[config.mk]
export PLATFORM = sky130hd
export DESIGN_NAME = i2c_hs_stop_monitor
export DESIGN_NICKNAME = d
export VERILOG_FILES = /design/src/rtl/i2c_mon_pkg.sv /design/src/rtl/i2c_bus_events.sv /design/src/rtl/i2c_first_byte_capture.sv /design/src/rtl/i2c_hs_tracker.sv /design/src/rtl/i2c_stop_flagger.sv /design/src/rtl/i2c_hs_stop_monitor.sv
export SDC_FILE = /design/constraint.sdc
export NUM_CORES = 1
export LEC_CHECK = 0
export BUFFER_PORTS_ARGS = -buffer_cell sky130_fd_sc_hd__buf_2
export CAP_MARGIN = 5
export CORE_MARGIN = 2
export CORE_UTILIZATION = 53
export DETAILED_ROUTE_END_ITERATION = 7
export PLACE_DENSITY_LB_ADDON = 0.2
export REMOVE_ABC_BUFFERS = 1
export SYNTH_ARGS = -nofsm -noshare
export SYNTH_HDL_FRONTEND = slang
export SYNTH_SLANG_ARGS = --single-unit
[constraint.sdc]
create_clock -name clk -period 1.8 [get_ports clk]
set_input_delay 0 -clock clk [delete_from_list [all_inputs] [get_ports clk]]
set_output_delay 0 -clock clk [all_outputs]
set_load 0.005 [all_outputs]
[src/rtl/i2c_mon_pkg.sv]
package i2c_mon_pkg;
  typedef struct packed {
    logic start;
    logic stop;
    logic scl_rise;
  } bus_evt_t;
endpackage

[src/rtl/i2c_bus_events.sv]
module i2c_bus_events
  import i2c_mon_pkg::*;
(
  input  logic     clk,
  input  logic     rst_n,
  input  logic     sda_i,
  input  logic     scl_i,
  output bus_evt_t evt
);
  logic sda_q, scl_q;

  always_ff @(posedge clk) begin
    if (!rst_n) begin
      sda_q <= 1'b1;
      scl_q <= 1'b1;
    end else begin
      sda_q <= sda_i;
      scl_q <= scl_i;
    end
  end

  // Conditions are judged with SCL high in both the old and the new sample.
  always_comb begin
    evt.start    = scl_i & scl_q & sda_q & ~sda_i;
    evt.stop     = scl_i & scl_q & ~sda_q & sda_i;
    evt.scl_rise = scl_i & ~scl_q;
  end
endmodule

[src/rtl/i2c_first_byte_capture.sv]
module i2c_first_byte_capture
  import i2c_mon_pkg::*;
#(
  parameter int BYTE_W   = 8,
  parameter int PREFIX_W = 5
) (
  input  logic                clk,
  input  logic                rst_n,
  input  bus_evt_t            evt,
  input  logic                sda_i,
  output logic                byte_done,
  output logic                ack_nack,
  output logic [PREFIX_W-1:0] hdr_bits
);
  localparam int CNT_W = $clog2(BYTE_W + 1);

  logic [BYTE_W-1:0] shreg;
  logic [CNT_W-1:0]  cnt;
  logic              armed;

  always_ff @(posedge clk) begin
    if (!rst_n) begin
      shreg     <= '0;
      cnt       <= '0;
      armed     <= 1'b0;
      byte_done <= 1'b0;
      ack_nack  <= 1'b0;
    end else begin
      byte_done <= 1'b0;
      if (evt.stop) begin
        armed <= 1'b0;
      end else if (evt.start) begin
        armed <= 1'b1;
        cnt   <= '0;
      end else if (armed && evt.scl_rise) begin
        if (cnt == CNT_W'(BYTE_W)) begin
          ack_nack  <= sda_i;
          byte_done <= 1'b1;
          armed     <= 1'b0;
        end else begin
          shreg <= {shreg[BYTE_W-2:0], sda_i};
          cnt   <= cnt + 1'b1;
        end
      end
    end
  end

  assign hdr_bits = shreg[BYTE_W-1 -: PREFIX_W];
endmodule

[src/rtl/i2c_hs_tracker.sv]
module i2c_hs_tracker #(
  parameter int                PREFIX_W    = 5,
  parameter logic [PREFIX_W-1:0] HOST_PREFIX = 5'b00001
) (
  input  logic                clk,
  input  logic                rst_n,
  input  logic                auto_en,
  input  logic                bus_stop,
  input  logic                byte_done,
  input  logic                ack_nack,
  input  logic [PREFIX_W-1:0] hdr_bits,
  output logic                hs_active
);
  logic is_host_code;
  assign is_host_code = (hdr_bits == HOST_PREFIX);

  always_ff @(posedge clk) begin
    if (!rst_n)
      hs_active <= 1'b0;
    else if (bus_stop)
      hs_active <= 1'b0;
    else if (byte_done && ack_nack && is_host_code && auto_en)
      hs_active <= 1'b1;
  end
endmodule

[src/rtl/i2c_stop_flagger.sv]
module i2c_stop_flagger (
  input  logic clk,
  input  logic rst_n,
  input  logic bus_stop,
  input  logic addr_match,
  input  logic group_cmd_en,
  input  logic ten_bit_mode,
  output logic stop_flag_set
);
  logic addressed;
  logic group_any;

  assign group_any = group_cmd_en & ~ten_bit_mode;

  always_ff @(posedge clk) begin
    if (!rst_n) begin
      addressed     <= 1'b0;
      stop_flag_set <= 1'b0;
    end else begin
      stop_flag_set <= bus_stop & (addressed | addr_match | group_any);
      if (bus_stop)
        addressed <= 1'b0;
      else if (addr_match)
        addressed <= 1'b1;
    end
  end
endmodule

[src/rtl/i2c_hs_stop_monitor.sv]
module i2c_hs_stop_monitor
  import i2c_mon_pkg::*;
#(
  parameter int                  BYTE_W      = 8,
  parameter int                  SPEED_W     = 2,
  parameter logic [SPEED_W-1:0]  SPEED_HS    = 2'b10,
  parameter int                  PREFIX_W    = 5,
  parameter logic [PREFIX_W-1:0] HOST_PREFIX = 5'b00001
) (
  input  logic               clk,
  input  logic               rst_n,
  input  logic               sda_i,
  input  logic               scl_i,
  input  logic [SPEED_W-1:0] speed_sel,
  input  logic               stretch_after_ack,
  input  logic               ten_bit_mode,
  input  logic               addr_match,
  input  logic               group_cmd_en,
  output logic               hs_active,
  output logic               stop_flag_set
);
  bus_evt_t            evt;
  logic                byte_done;
  logic                ack_nack;
  logic [PREFIX_W-1:0] hdr_bits;
  logic                auto_en;

  assign auto_en = (speed_sel == SPEED_HS) & stretch_after_ack;

  i2c_bus_events u_events (
    .clk   (clk),
    .rst_n (rst_n),
    .sda_i (sda_i),
    .scl_i (scl_i),
    .evt   (evt)
  );

  i2c_first_byte_capture #(
    .BYTE_W   (BYTE_W),
    .PREFIX_W (PREFIX_W)
  ) u_capture (
    .clk       (clk),
    .rst_n     (rst_n),
    .evt       (evt),
    .sda_i     (sda_i),
    .byte_done (byte_done),
    .ack_nack  (ack_nack),
    .hdr_bits  (hdr_bits)
  );

  i2c_hs_tracker #(
    .PREFIX_W    (PREFIX_W),
    .HOST_PREFIX (HOST_PREFIX)
  ) u_hs (
    .clk       (clk),
    .rst_n     (rst_n),
    .auto_en   (auto_en),
    .bus_stop  (evt.stop),
    .byte_done (byte_done),
    .ack_nack  (ack_nack),
    .hdr_bits  (hdr_bits),
    .hs_active (hs_active)
  );

  i2c_stop_flagger u_stop (
    .clk           (clk),
    .rst_n         (rst_n),
    .bus_stop      (evt.stop),
    .addr_match    (addr_match),
    .group_cmd_en  (group_cmd_en),
    .ten_bit_mode  (ten_bit_mode),
    .stop_flag_set (stop_flag_set)
  );
endmodule

==> metrics.md <==
| Metric | Value |
|---|---|
| Post-Place Worst Slack | 383 ps |
| Chain of cells forming the critical path | inv_1 > ha_1 > nand3b_1 > nor2b_1 > buf_4 > mux2i_1 |
| Total GRT Usage | 0.177 |
| Hold path depth | 4 |
| Slew margin rel. | 0.778 |
| Final WL | 1440 µm |
| Yosys reg bits | 20 |
| Wire per inst | 11.9 µm |
| Max-cap violations | 0 |
| Share of the clock period used by the worst path | 0.802 |
| Total grt overflow | 0 |
| Total CTS buffers | 3 |
| Cell family with most CP delay | flip-flops |
| Worst skew pair latency | 300 ps |
| CP Buf/Inv Count | 2 |
| Die W | 43.8 µm |
| Nets | 118 |
| Worst Setup SP | u_capture.cnt[0]$_SDFFE_PN0P_ |
| Arr. time, crit path | 1670 ps |
| Status | completed |
| R2R Path Start | u_capture.cnt[0]$_SDFFE_PN0P_ |
| Peak supply drop | 0.485 mV |
| Register clock-pin slew on the reported worst setup and hold paths | 120 ps |
| Synth unique cells | 25 |
| Max Fclk | 693 MHz |
| RSZ-0062 raised after global routing | no |
| Number of gates resized after cts | 0 |
| Worst Min Path Start | speed_sel[0] |
| Sequential-to-total area share from yosys stat | 0.477 |
| WP depth | 6 |
| Met2 Usage GRT | 0.288 |
| Initial Utilization | 0.564 |
| HP Class | input pin to flip-flop |
| Worst Setup End Kind | flip-flop |
| First-pass GRT wire length | 2480 µm |
| Syn_area_per_cell | 9.65 µm² |
| Clock Skews | 8.98 ps |
| Core Area | 1490 µm² |
| Post-route setup TNS | 0 ps |
| DP HPWL | 1010 µm |
| Reg2reg path depth | 6 |
| Worst Path Required | 2030 ps |
| Lkg Pwr | 0.400 nW |
| Critical path launch point type | flip-flop |
| TritonCTS clock tree | built |
| Max stage delay on crit path | 390 ps |
| Diodes inserted | 0 |
| Yosys warns | 0 |
| Final hold violations | 0 |
| Row count | 14 |
| Tmin final | 1440 ps |
| Hold-fix buffers, CTS | 5 |
| H-tree depth | 1 |
| Critical Path Slowest Stage Cell | dfxtp_1 |
| Fill cells | 122 |
| CTS root buffer | clkbuf_4 |
| Max clock buf depth | 2 |
| Die area | 1920 µm² |
| Initial antenna violation count | 0 |
| Syn Std Cell Area | 840 µm² |
| Worst Setup Slack, final | 357 ps |
| Layout cells sized above 1 | 0.162 |
| PwrDens | 877 nW/µm² |
| Starting DRT DRC Count | 10 |
| Area delta synth->final | 20.0% |
| Vias per inst | 5.22 |
| # DRC | 0 |
| Buffers on Ports | 11 |
| Final setup viols | 0 |
| Crit Path Max Fanout | 10 |
| CTS Sinks | 20 |
| Via count | 632 |
| Setup CP Type | flip-flop to flip-flop |
| Placer Congestion | 0.737 |
| Die H | 43.8 µm |
| Global Route met3 Usage | 0.0500 |
| Pre-antenna DRT Iters | 4 |
| Syn Inst Count | 87 |
| Worst slew pin tran | 333 ps |
| Max Slew Vio Count | 0 |
| Grt met1 use | 0.212 |
| Pin count of the biggest net entering global routing | 21 |
| Grt peak-use layer | met2 |
| I/O pin count | 12 |
| Vias in the first global route | 616 |
| Post-route ant nets | 0 |
| # Post-CTS Setup Buffers | 0 |
-- report_power, final --
part | switching (W) | internal [W] | leakage [nW] | total, W
Combinational | 0.0000275 | 0.0000304 | 0.210 | 0.0000580
Clock | 0.000141 | 0.000225 | 0.0279 | 0.000366
Sequential | 0.00000833 | 0.000451 | 0.162 | 0.000459
-- metal layers --
layer	share of wire	up-vias
li1	-	336
met5	0	-
met4	0.021	0
met3	0.046	4
met2	0.47	15
met1	0.47	277
-- sequential cells by signal (all words and copies together) (netlist names) --
signal                cells
u_capture.cnt             4
u_stop.stop_flag_set      1
u_events.sda_q            1
u_events.scl_q            1
u_capture.byte_done       1
u_capture.shreg           8
u_capture.armed           1
u_capture.ack_nack        1
u_stop.addressed          1
u_hs.hs_active            1
-- worst register-to-register path, stage by stage, from the launching register on --
cell,delay (ps)
dfxtp_1,390
inv_1,80
ha_1,210
nand3b_1,120
nor2b_1,140
buf_4,210
mux2i_1,220
-- kinds of logic after synthesis --
logic type      synth area share
simple gates               0.227
compound gates            0.0924
fa+ha+maj                 0.0298
mux                        0.131
buf+inv                   0.0432
flops                      0.477
-- path summary, 6_finish.rpt --
| kind | slack [ps] | end |
|---|---|---|
| min | 20 | u_hs.hs_active$_SDFFE_PP0P_ |
| min reg2reg | 470 | u_capture.ack_nack$_SDFFE_PN0P_ |
| max reg2reg | 360 | u_capture.shreg[7]$_SDFFE_PN0P_ |
| max | 360 | u_capture.shreg[7]$_SDFFE_PN0P_ |
-- layout by cell type (no fill, tap or decap) --
cell and count:
nand3b_1 1, dfxtp_1 20, a41oi_1 1, a2111o_1 1, nand2b_1 3, o21ai_0 4
mux2i_1 11, o22ai_1 1, and4b_1 1, nor2_1 4, a21oi_1 3, dlygate4sd3_1 5
inv_1 5, nor2b_1 2, and2_1 1, ha_1 2, clkbuf_4 3, buf_2 11
bufinv_16 1, buf_4 1, o211ai_1 1, nand3b_4 1, nand2_1 14, or3_1 1
nand4b_1 1, a2bb2oi_1 1, nand3_1 3, nor4b_1 2
-- synthesized netlist by cell type --
| master | instances | share of area |
|---|---|---|
| a2111o_1 | 1 | 0.013 |
| a21oi_1 | 3 | 0.018 |
| a2bb2oi_1 | 1 | 0.010 |
| a41oi_1 | 1 | 0.010 |
| and2_1 | 1 | 0.0075 |
| and4b_1 | 1 | 0.012 |
| buf_2 | 2 | 0.012 |
| buf_4 | 1 | 0.0089 |
| dfxtp_1 | 20 | 0.48 |
| ha_1 | 2 | 0.030 |
| inv_1 | 5 | 0.022 |
| mux2i_1 | 11 | 0.13 |
| nand2_1 | 14 | 0.063 |
| nand2b_1 | 3 | 0.022 |
| nand3_1 | 3 | 0.018 |
| nand3b_1 | 1 | 0.0089 |
| nand3b_4 | 1 | 0.024 |
| nand4b_1 | 1 | 0.010 |
| nor2_1 | 4 | 0.018 |
| nor2b_1 | 2 | 0.015 |
| nor4b_1 | 2 | 0.021 |
| o211ai_1 | 1 | 0.0089 |
| o21ai_0 | 4 | 0.024 |
| o22ai_1 | 1 | 0.0075 |
| or3_1 | 1 | 0.0075 |
-- through the flow --
step / area (µm²) / total power [W] / util / cells / hold slack, ps
after floorplan: 822 / 0.000495 / - / 84 / 73.0
after global placement: 905 / 0.000518 / 0.608 / 112 / 230
after detailed placement: 905 / 0.000518 / 0.608 / 112 / 244
after CTS: 1010 / 0.000889 / 0.676 / 121 / 16.1
after global routing: 1010 / 0.000909 / 0.676 / 121 / 40.1
final: 1010 / 0.000883 / 0.676 / 121 / 15.7
-- cell type report --
| cell class | instances | area (µm²) | share of cell area |
|---|---|---|---|
| Clock buffer | 3 | 22.5 | 0.0224 |
| Clock inverter | 1 | 30.0 | 0.0298 |
| Inverter | 5 | 18.8 | 0.0186 |
| Multi-Input combinational cell | 59 | 403 | 0.400 |
| Sequential cell | 20 | 400 | 0.398 |
| Tap cell | 16 | 20.0 | 0.0199 |
| Timing Repair Buffer | 17 | 113 | 0.112 |
Power figures use the tool's default switching activity.
